**config.mk**
```make
export PLATFORM = sky130hd
export DESIGN_NAME = hostsel_top
export DESIGN_NICKNAME = d
export VERILOG_FILES = /design/src/rtl/hostsel_pkg.sv /design/src/rtl/hostsel_sync.sv /design/src/rtl/hostsel_cts_qual.sv /design/src/rtl/hostsel_cfg_wait.sv /design/src/rtl/hostsel_top.sv
export SDC_FILE = /design/constraint.sdc
export NUM_CORES = 1
export LEC_CHECK = 0
export ABC_CLOCK_PERIOD_IN_PS = 2550
export CORE_UTILIZATION = 30
export CTS_CLUSTER_SIZE = 25
export DETAILED_ROUTE_END_ITERATION = 6
export GPL_ROUTABILITY_DRIVEN = 0
export PLACE_DENSITY = 0.49
export SLEW_MARGIN = 20
export SYNTH_ARGS = -nofsm -noshare
export SYNTH_HDL_FRONTEND = slang
export SYNTH_SLANG_ARGS = --single-unit
```
**constraint.sdc**
```tcl
create_clock -name clk -period 2.55 [get_ports clk]
set_input_delay 0.255 -clock clk [delete_from_list [all_inputs] [get_ports clk]]
set_output_delay 0.255 -clock clk [all_outputs]
set_load 0.01 [all_outputs]
```
**src/rtl/hostsel_pkg.sv**
```systemverilog
package hostsel_pkg;

  typedef enum logic [2:0] {
    ST_SETTLE = 3'd0,
    ST_STRAP  = 3'd1,
    ST_CFG    = 3'd2,
    ST_POLL   = 3'd3,
    ST_DONE   = 3'd4
  } det_state_t;

  localparam int SEL_W = 3;
  localparam logic [SEL_W-1:0] SEL_NONE = 3'b000;
  localparam logic [SEL_W-1:0] SEL_SPI  = 3'b001;
  localparam logic [SEL_W-1:0] SEL_U4W  = 3'b010;
  localparam logic [SEL_W-1:0] SEL_U2W  = 3'b100;

  // Stored transport code to one-hot select; reserved code gives zero.
  function automatic logic [SEL_W-1:0] code_to_sel(input logic [1:0] code);
    case (code)
      2'b00:   return SEL_U4W;
      2'b01:   return SEL_U2W;
      2'b10:   return SEL_SPI;
      default: return SEL_NONE;
    endcase
  endfunction

  // A record decides the transport only if valid, present and legal.
  function automatic logic record_usable(input logic valid,
                                         input logic present,
                                         input logic [1:0] code);
    return valid && present && (code_to_sel(code) != SEL_NONE);
  endfunction

endpackage

```
**src/rtl/hostsel_sync.sv**
```systemverilog
module hostsel_sync #(
  parameter int WIDTH = 2,
  parameter int STAGES = 2,
  parameter logic [WIDTH-1:0] RST_VAL = '1
) (
  input  logic             clk,
  input  logic             rst_n,
  input  logic [WIDTH-1:0] d_i,
  output logic [WIDTH-1:0] q_o
);

  for (genvar b = 0; b < WIDTH; b++) begin : g_bit
    logic [STAGES-1:0] chain;
    always_ff @(posedge clk or negedge rst_n) begin
      if (!rst_n) chain <= {STAGES{RST_VAL[b]}};
      else        chain <= (chain << 1) | STAGES'(d_i[b]);
    end
    assign q_o[b] = chain[STAGES-1];
  end

endmodule

```
**src/rtl/hostsel_cts_qual.sv**
```systemverilog
module hostsel_cts_qual #(
  parameter int HOLD = 8
) (
  input  logic clk,
  input  logic rst_n,
  input  logic en_i,
  input  logic cts_n_s_i,
  output logic accept_o
);

  localparam int CW = (HOLD < 2) ? 1 : $clog2(HOLD + 1);

  logic [CW-1:0] streak_q;
  logic          low_seen;

  assign low_seen = en_i && !cts_n_s_i;
  assign accept_o = low_seen && (streak_q == CW'(HOLD - 1));

  always_ff @(posedge clk or negedge rst_n) begin
    if (!rst_n)                       streak_q <= '0;
    else if (!low_seen)               streak_q <= '0;
    else if (streak_q != CW'(HOLD - 1)) streak_q <= streak_q + 1'b1;
  end

  if (HOLD > 1) begin : g_streak_chk
    // acceptance needs the previous cycle low as well
    a_r6_streak: assert property (@(posedge clk) disable iff (!rst_n)
      accept_o |-> $past(low_seen));
  end

endmodule

```
**src/rtl/hostsel_cfg_wait.sv**
```systemverilog
module hostsel_cfg_wait #(
  parameter int TIMEOUT = 64
) (
  input  logic clk,
  input  logic rst_n,
  input  logic en_i,
  input  logic rdy_i,
  output logic req_o,
  output logic timeout_o
);

  localparam int TW = (TIMEOUT < 2) ? 1 : $clog2(TIMEOUT + 1);

  logic [TW-1:0] wait_q;

  assign req_o     = en_i;
  assign timeout_o = en_i && !rdy_i && (wait_q == TW'(TIMEOUT - 1));

  always_ff @(posedge clk or negedge rst_n) begin
    if (!rst_n)      wait_q <= '0;
    else if (!en_i)  wait_q <= '0;
    else if (!timeout_o) wait_q <= wait_q + 1'b1;
  end

endmodule

```
**src/rtl/hostsel_top.sv**
```systemverilog
module hostsel_top
  import hostsel_pkg::*;
#(
  parameter int SYNC_STAGES = 2,
  parameter int CTS_HOLD    = 8,
  parameter int CFG_TIMEOUT = 64
) (
  input  logic       clk,
  input  logic       rst_n,
  input  logic       strap_n_i,
  input  logic       cts_n_i,
  output logic       cfg_req_o,
  input  logic       cfg_rdy_i,
  input  logic       cfg_valid_i,
  input  logic       cfg_entry_i,
  input  logic [1:0] cfg_xport_i,
  output logic [2:0] sel_o,
  output logic       done_o
);

  localparam int SW = (SYNC_STAGES < 2) ? 1 : $clog2(SYNC_STAGES + 1);

  det_state_t       state_q, state_d;
  logic [SW-1:0]    settle_q;
  logic [SEL_W-1:0] sel_q, sel_d;
  logic             done_q;
  logic             strap_s, cts_s;
  logic             cfg_timeout_ev, cts_accept_ev, strap_spi_ev, cfg_hit_ev;

  hostsel_sync #(.WIDTH(2), .STAGES(SYNC_STAGES), .RST_VAL(2'b11)) u_sync (
    .clk  (clk),
    .rst_n(rst_n),
    .d_i  ({cts_n_i, strap_n_i}),
    .q_o  ({cts_s, strap_s})
  );

  hostsel_cfg_wait #(.TIMEOUT(CFG_TIMEOUT)) u_cfg (
    .clk      (clk),
    .rst_n    (rst_n),
    .en_i     (state_q == ST_CFG),
    .rdy_i    (cfg_rdy_i),
    .req_o    (cfg_req_o),
    .timeout_o(cfg_timeout_ev)
  );

  hostsel_cts_qual #(.HOLD(CTS_HOLD)) u_cts (
    .clk      (clk),
    .rst_n    (rst_n),
    .en_i     (state_q == ST_POLL),
    .cts_n_s_i(cts_s),
    .accept_o (cts_accept_ev)
  );

  assign strap_spi_ev = (state_q == ST_STRAP) && !strap_s;
  assign cfg_hit_ev   = (state_q == ST_CFG) && cfg_rdy_i &&
                        record_usable(cfg_valid_i, cfg_entry_i, cfg_xport_i);

  always_comb begin
    state_d = state_q;
    sel_d   = sel_q;
    case (state_q)
      ST_SETTLE: if (settle_q == SW'(SYNC_STAGES - 1)) state_d = ST_STRAP;
      ST_STRAP: begin
        if (strap_spi_ev) begin
          state_d = ST_DONE;
          sel_d   = SEL_SPI;
        end else begin
          state_d = ST_CFG;
        end
      end
      ST_CFG: begin
        if (cfg_hit_ev) begin
          state_d = ST_DONE;
          sel_d   = code_to_sel(cfg_xport_i);
        end else if (cfg_rdy_i || cfg_timeout_ev) begin
          state_d = ST_POLL;
        end
      end
      ST_POLL: begin
        if (cts_accept_ev) begin
          state_d = ST_DONE;
          sel_d   = SEL_U4W;
        end
      end
      default: state_d = ST_DONE;
    endcase
  end

  always_ff @(posedge clk or negedge rst_n) begin
    if (!rst_n) begin
      state_q  <= ST_SETTLE;
      settle_q <= '0;
      sel_q    <= SEL_NONE;
      done_q   <= 1'b0;
    end else begin
      state_q  <= state_d;
      sel_q    <= sel_d;
      done_q   <= (state_d == ST_DONE);
      if (state_q == ST_SETTLE) settle_q <= settle_q + 1'b1;
    end
  end

  assign sel_o  = sel_q;
  assign done_o = done_q;

  // nothing selected before completion
  a_r1_idle_zero: assert property (@(posedge clk) disable iff (!rst_n)
    !done_o |-> (sel_o == SEL_NONE));
  // one-hot after completion
  a_r9_onehot: assert property (@(posedge clk) disable iff (!rst_n)
    done_o |-> ($countones(sel_o) == 1));
  // latched until reset
  a_r9_latched: assert property (@(posedge clk) disable iff (!rst_n)
    done_o |=> (done_o && $stable(sel_o)));
  // strap low goes straight to SPI
  a_r2_strap_spi: assert property (@(posedge clk) disable iff (!rst_n)
    strap_spi_ev |=> (done_o && sel_o == SEL_SPI));
  // timeout leads to polling, not to a decision
  a_r5_timeout_poll: assert property (@(posedge clk) disable iff (!rst_n)
    cfg_timeout_ev |=> (state_q == ST_POLL && !done_o));
  // accepted clear-to-send gives four-wire UART
  a_r8_cts_uart: assert property (@(posedge clk) disable iff (!rst_n)
    cts_accept_ev |=> (done_o && sel_o == SEL_U4W));
  // no request once done
  a_r10_req_idle: assert property (@(posedge clk) disable iff (!rst_n)
    cfg_req_o |-> !done_o);

endmodule

```
# == Word-level counts from Yosys, hierarchy flattened ==
# Index checks and enable logic that the tools add are counted.
# Widths: inputs -> output; s select.
# totals
reg_bits,24
latchBits,0
ram_bits,0
rom_bits,0
word_cells,61
mem_count,0
# op_classes
addsub,3
n_mul,0
div_mod_pow,0
magnitude_cmp,0
eq_ne,15
shift,0
mux,15
bitwise,2
n_reduce_logical,18
# op_table
operator,n
$mux 3,8
$pmux 3 s3,2
$mux 7,2
$pmux 3 s4,1
$ne 2x2->1 const B,5
$logic_and 1x1->1,9
$mux 4,2
$add 7x1->7 const B,1
$eq 7x6->1 const B,1
$eq 3x2->1 const B,2
$reduce_bool 3->1,2
$add 4x1->4 const B,1
$eq 2x1->1 const B,2
$eq 4x3->1 const B,1
$ne 4x3->1 const B,1
$or 2x1->2,2
$reduce_and 4->1,1
$eq 3x1->1 const B,1
$eq 3x3->1 const B,1
$logic_not 1->1,3
$logic_not 3->1,1
$add 2x1->2 const B,1
$eq 2x2->1 const B,1
$logic_not 2->1,1
$logic_or 1x1->1,1

# == Longest topological paths before layout ==
# depth
ltp_word,8
ltp_mapped,5
depth_no_buf,5

# == By module ==
# Synthesis repeated with hierarchy kept, for this count alone.
# hier_totals
hier_cells,122
hier_area_um2,1300.0
# modules_own_cells
mod,instances,cells_each,area_per_inst_um2,seq_area_each_um2
hostsel_top,1,57,550.5,225.2
hostsel_cfg_wait,1,38,395.4,175.2
hostsel_cts_qual,1,21,234.0,100.1
hostsel_sync,1,6,120.1,105.1

# == Worst setup path before layout ==
# No wires, ideal clock.
# synth_path
path_type,reg2reg
startpoint,register state_q[2]
endpoint,register sel_q[0] (netlist: sel_o[0])
arrival_time_ps,1423
required_time_ps,2425
slack_ps,1002
path_stages_with_launch,5
n_path_buf,0
synth_period_minus_slack_ps,1548
cell_sequence,dfrtp_1 > and2b_1 > nand2_1 > o221ai_4 > mux2_4
# synth_via
elab_chain_len,5
elab_cells_between_ends,14
cone_classes,eq/ne: 6; mux: 1; reduce/logical: 7
# synth_lines
item,line,text
"start, declared",hostsel_top.sv:23,"det_state_t state_q, state_d;"
"start signal, assigned",hostsel_top.sv:96,state_q <= state_d;
$eq 3x2->1 (on tied branches),"hostsel_top.sv:55, hostsel_top.sv:61, hostsel_top.sv:49",
$logic_and 1x1->1 (on tied branches),"hostsel_top.sv:55, hostsel_cts_qual.sv:16",
$logic_and 1x1->1 (on tied branches),"hostsel_top.sv:55, hostsel_cts_qual.sv:17",
$ne 2x2->1 (no line),--,
$reduce_and 4->1 (no line),--,
"end signal, assigned",hostsel_top.sv:97,sel_q <= sel_d;
"end, declared",hostsel_top.sv:25,"logic [SEL_W-1:0] sel_q, sel_d;"
# Parallel ways exist; a longest one is shown, timed or not.
# A chain may end at the register's enable or synchronous reset.

# == Worst setup path after layout ==
# layout_path
startpoint,register state_q[2]
endpoint,output cfg_req_o
# layout_via
elab_chain_len,1
# layout_lines
item,line,text
$eq 3x2->1,hostsel_top.sv:40,".en_i (state_q == ST_CFG),"
"end, declared",hostsel_top.sv:12,"output logic cfg_req_o,"
# No other way between the ends.

==> run summary <==
The fraction of met2 tracks used by global routing came out at 20.4%. Among all flip-flop cells after synthesis, the most frequent one is sky130_fd_sc_hd__dfrtp_1. After clock tree synthesis, the repair step resized 0 gates. After routing, the total negative slack on setup checks comes to 0 ns. The initial antenna violation count is 0. The number of placement rows came out at 21. The synthesized netlist net count came out at 109. The first-pass detailed-route iteration total is 4. The remaining antenna violation count is 0. The CTS clock-pin slew for the worst setup and hold paths is 0.13 ns. After detailed routing, the number of remaining DRC violations is 0. The number of synthesized flops with an enable pin is 0. The leakage component of the power is 0.541 nW.

The library cell contributing the largest single delay on the critical path is sky130_fd_sc_hd__clkdlybuf4s50_1. The flow ran to the end, and the final reports show no timing, DRC or antenna violations. After global routing, the most crowded layer is met2. The post-route minimum period is 2.26 ns.

The period utilization came out at 88.8%. The antenna diode instance count came out at 0. In this run switching power makes up 18.6% of total power. In this run the number of H-tree levels came out at 1. The number of global-route vias before repair was 807. The worst pin sits at a relative slew slack of 75.8%.

Hold is met by 0.272 ns. The highest attainable clock frequency came out at 442 MHz. Clock tree synthesis selected as its root buffer the cell sky130_fd_sc_hd__clkbuf_4. In this run the vertical extent of the chip is 62.4 um. The number of clock sinks is 24. The max-slew violation count is 0. The met1 demand-to-capacity share in global routing is 14.6%.

The DRC marker count from the first detailed-route iteration came out at 25. The number of different library cells in the post-synthesis netlist came out at 29. The sum of buffers and inverters on the critical path came out at 2. In the routed layout, each cell is associated on average with a via count of 4.89. For the worst setup path, the data arrival time is 2.01 ns. The power share of the sequential group came out at 56.4%. The flip-flop and latch count after synthesis is 24. Max-cap violations in this run came to 0. The total number of yosys warnings is 0. Yosys instantiated no cell more often than sky130_fd_sc_hd__dfrtp_1. The met3 track demand over resource in global routing came out at 2.19%. The port buffer count came out at 13.

The required time at the worst-slack endpoint is 2.30 ns. The worst setup path is launched from a flop. VDD sags by at most 0.000296 V. The initial core utilization came out at 32.1%. The maximum single-stage delay on the critical path is 0.55 ns. The kind of cell with the highest combined delay along the critical path is buffers and inverters. The average footprint of a synthesized cell is 11.3 sq um. The total CTS buffers is 3. The count of final setup violators is 0. The count of endpoints failing hold in the final timing report is 0. The first-pass GRT wire length is 3680 um. The post-CTS setup buffer count is 0. For this design the total switching power over the nets is 0.000128 W. Setup repair after global routing left no endpoint under its margin. Summing internal, switching and leakage power gives 0.000689 W.

Compared with the post-synthesis result, the final layout area differs by 22.6%. The transition at the pin with the smallest max-transition slack came out at 0.363 ns. Walking the worst path, the cells encountered are and2b_1 > nand2_1 > inv_1 > clkdlybuf4s50_1. The worst-case clock buffer depth is 2. The fill cell instance count of the final layout came out at 358. The total via count after detailed routing came out at 788. The worst setup path is captured at an output pin.

sky130_fd_sc_hd__dfrtp_1 takes more of the synthesized area than any other cell. The total global routing overflow came out at 0. At the later pin of the worst-skew pair, clock insertion delay measures 0.32 ns. Pin placement for this block handled 14 I/O pins.

The logic gate share of total power is 4.1%. The setup path with the least slack is of type flop to output pin. After synthesis, the share of flip-flops with an asynchronous set or reset is 100%. The ratio of cells with drive above 1 in the final layout is 13.9%. TritonCTS built the clock tree.

Measured along the x axis, the die boundary spans 62.4 um. In the final routed layout, each cell accounts on average for 12.1 um. The clock network fraction of total power came out at 39.5%.

The final setup skew is 0.00969 ns. The area of the core came out at 3420 sq um. The critical-path maximum fanout is 9. The die outline area came out at 3900 sq um.

The internal power is 0.000562 W. Sorting the synthesized cells by area gives the leading types as sky130_fd_sc_hd__dfrtp_1 46%, sky130_fd_sc_hd__dfstp_2 9.6%, sky130_fd_sc_hd__nor2_1 3.8%. The portion of synthesized cell area occupied by the leading cell type came out at 45.7%. In this run, post-CTS hold repair placed 0 buffers. The netlist area before placement came out at 1100 sq um. The cell count after synthesis is 97. The power density over the cells came out at 513 nW/um^2. The final net count came out at 128.

In this run the worst hold path is classified as primary input to async pin. Sorting the synthesized cells by how often they occur yields 20 x sky130_fd_sc_hd__dfrtp_1, 11 x sky130_fd_sc_hd__nor2_1, 8 x sky130_fd_sc_hd__o21ai_0. The HPWL after detailed placement is 1440 um. Global routing used 12.1% of the available tracks. The final layout contains routed wiring with a total length of 1950 um. The share of synthesized area occupied by flip-flops and latches came out at 55.3%. Entering global routing, the biggest net connects 25 pins.
==> placed cells by master, fill, tap and decap left out, types with 2 or more instances in the layout <==
master / Yosys / layout
sky130_fd_sc_hd__dfrtp_1: 20 / 20
sky130_fd_sc_hd__clkdlybuf4s50_1: 0 / 13
sky130_fd_sc_hd__nor2_1: 11 / 11
sky130_fd_sc_hd__o21ai_0: 8 / 8
sky130_fd_sc_hd__nand2_1: 6 / 6
sky130_fd_sc_hd__a21oi_1: 5 / 5
sky130_fd_sc_hd__dfstp_2: 4 / 4
sky130_fd_sc_hd__inv_1: 3 / 3
sky130_fd_sc_hd__nand3b_1: 3 / 3
sky130_fd_sc_hd__nand3_1: 3 / 3
sky130_fd_sc_hd__xor2_1: 3 / 3
sky130_fd_sc_hd__mux2i_1: 3 / 3
sky130_fd_sc_hd__ha_1: 3 / 3
sky130_fd_sc_hd__clkbuf_4: 0 / 3
sky130_fd_sc_hd__nor3_1: 2 / 2
sky130_fd_sc_hd__nand4_1: 2 / 2
sky130_fd_sc_hd__o211ai_1: 2 / 2
sky130_fd_sc_hd__or2_2: 2 / 2
sky130_fd_sc_hd__nor3b_1: 2 / 2
sky130_fd_sc_hd__mux2_4: 2 / 2
sky130_fd_sc_hd__xnor2_1: 2 / 2
sky130_fd_sc_hd__o21a_1: 2 / 2
==> stage by stage <==
stage	setup slack [ns]	instances	instance area (sq um)	util (%)
finish	0.286	161	1340	39.3
floorplan	1.00	97	1100	-
detailed placement	0.648	157	1290	37.8
CTS	0.255	161	1340	39.3
global route	0.0969	161	1340	39.3
global placement	0.711	157	1290	37.8
==> flip-flops by register name, indices dropped and copies added (netlist names) <==
name / count
u_cfg.wait_q: 7
u_cts.streak_q: 4
settle_q: 2
state_q: 3
sel_o: 3
done_o: 1
u_sync.g_bit.chain: 4
==> routing by layer <==
metal	up-vias	routed length, um
met5	-	0
met4	0	20
met3	2	98
met2	19	922
met1	381	911
li1	386	-
==> path summary, 6_finish.rpt <==
kind | cells after the start | slack [ns] | from | endpoint
max | 4 | 0.29 | state_q[2]$_DFF_PN0_ | cfg_req_o
min | 2 | 0.27 | rst_n | u_cts.streak_q[0]$_DFFE_PN0N_
min reg2reg | 0 | 0.37 | u_sync.g_bit[1].chain[0]$_DFF_PN1_ | u_sync.g_bit[1].chain[1]$_DFF_PN1_
max reg2reg | 4 | 0.80 | state_q[2]$_DFF_PN0_ | sel_o[0]$_DFFE_PN0P_
max in group asynchronous | 2 | 2.00 | rst_n | u_sync.g_bit[1].chain[0]$_DFF_PN1_
min in group clk | 1 | 0.33 | cts_n_i | u_sync.g_bit[1].chain[0]$_DFF_PN1_
==> layout make-up <==
| class | count | area (sq um) | area share [%] |
|---|---|---|---|
| clock buffers | 3 | 22.5 | 1.68 |
| clock inverters | 1 | 30.0 | 2.23 |
| inverters | 4 | 15.0 | 1.12 |
| multi-input cells | 69 | 475 | 35.4 |
| flip-flops and latches | 24 | 606 | 45.1 |
| well taps | 46 | 57.6 | 4.28 |
| repair buffers | 14 | 138 | 10.2 |
==> logic make-up (layout without fill, tap and decap cells) <==
family	Yosys count	after routing	share of synthesized area, %
and+or+nand+nor	35	35	17.1
DFF	24	24	55.3
AOI/OAI and AO/OA	21	21	13.4
xor gates and xnor gates	5	5	4.00
muxes	5	5	5.48
buffers and inverters	4	22	1.37
adders and majority gates	3	3	3.43
==> power by group through the flow <==
stage	clock (W)	sequential, W	combinational, W
CTS	0.000282	0.000389	0.0000292
finish	0.000272	0.000389	0.0000283
floorplan	0	0.000396	0.00000367
global placement	0	0.000396	0.0000291
detailed placement	0	0.000396	0.0000290
global route	0.000300	0.000390	0.0000315
(Power assumes the default switching activity.)
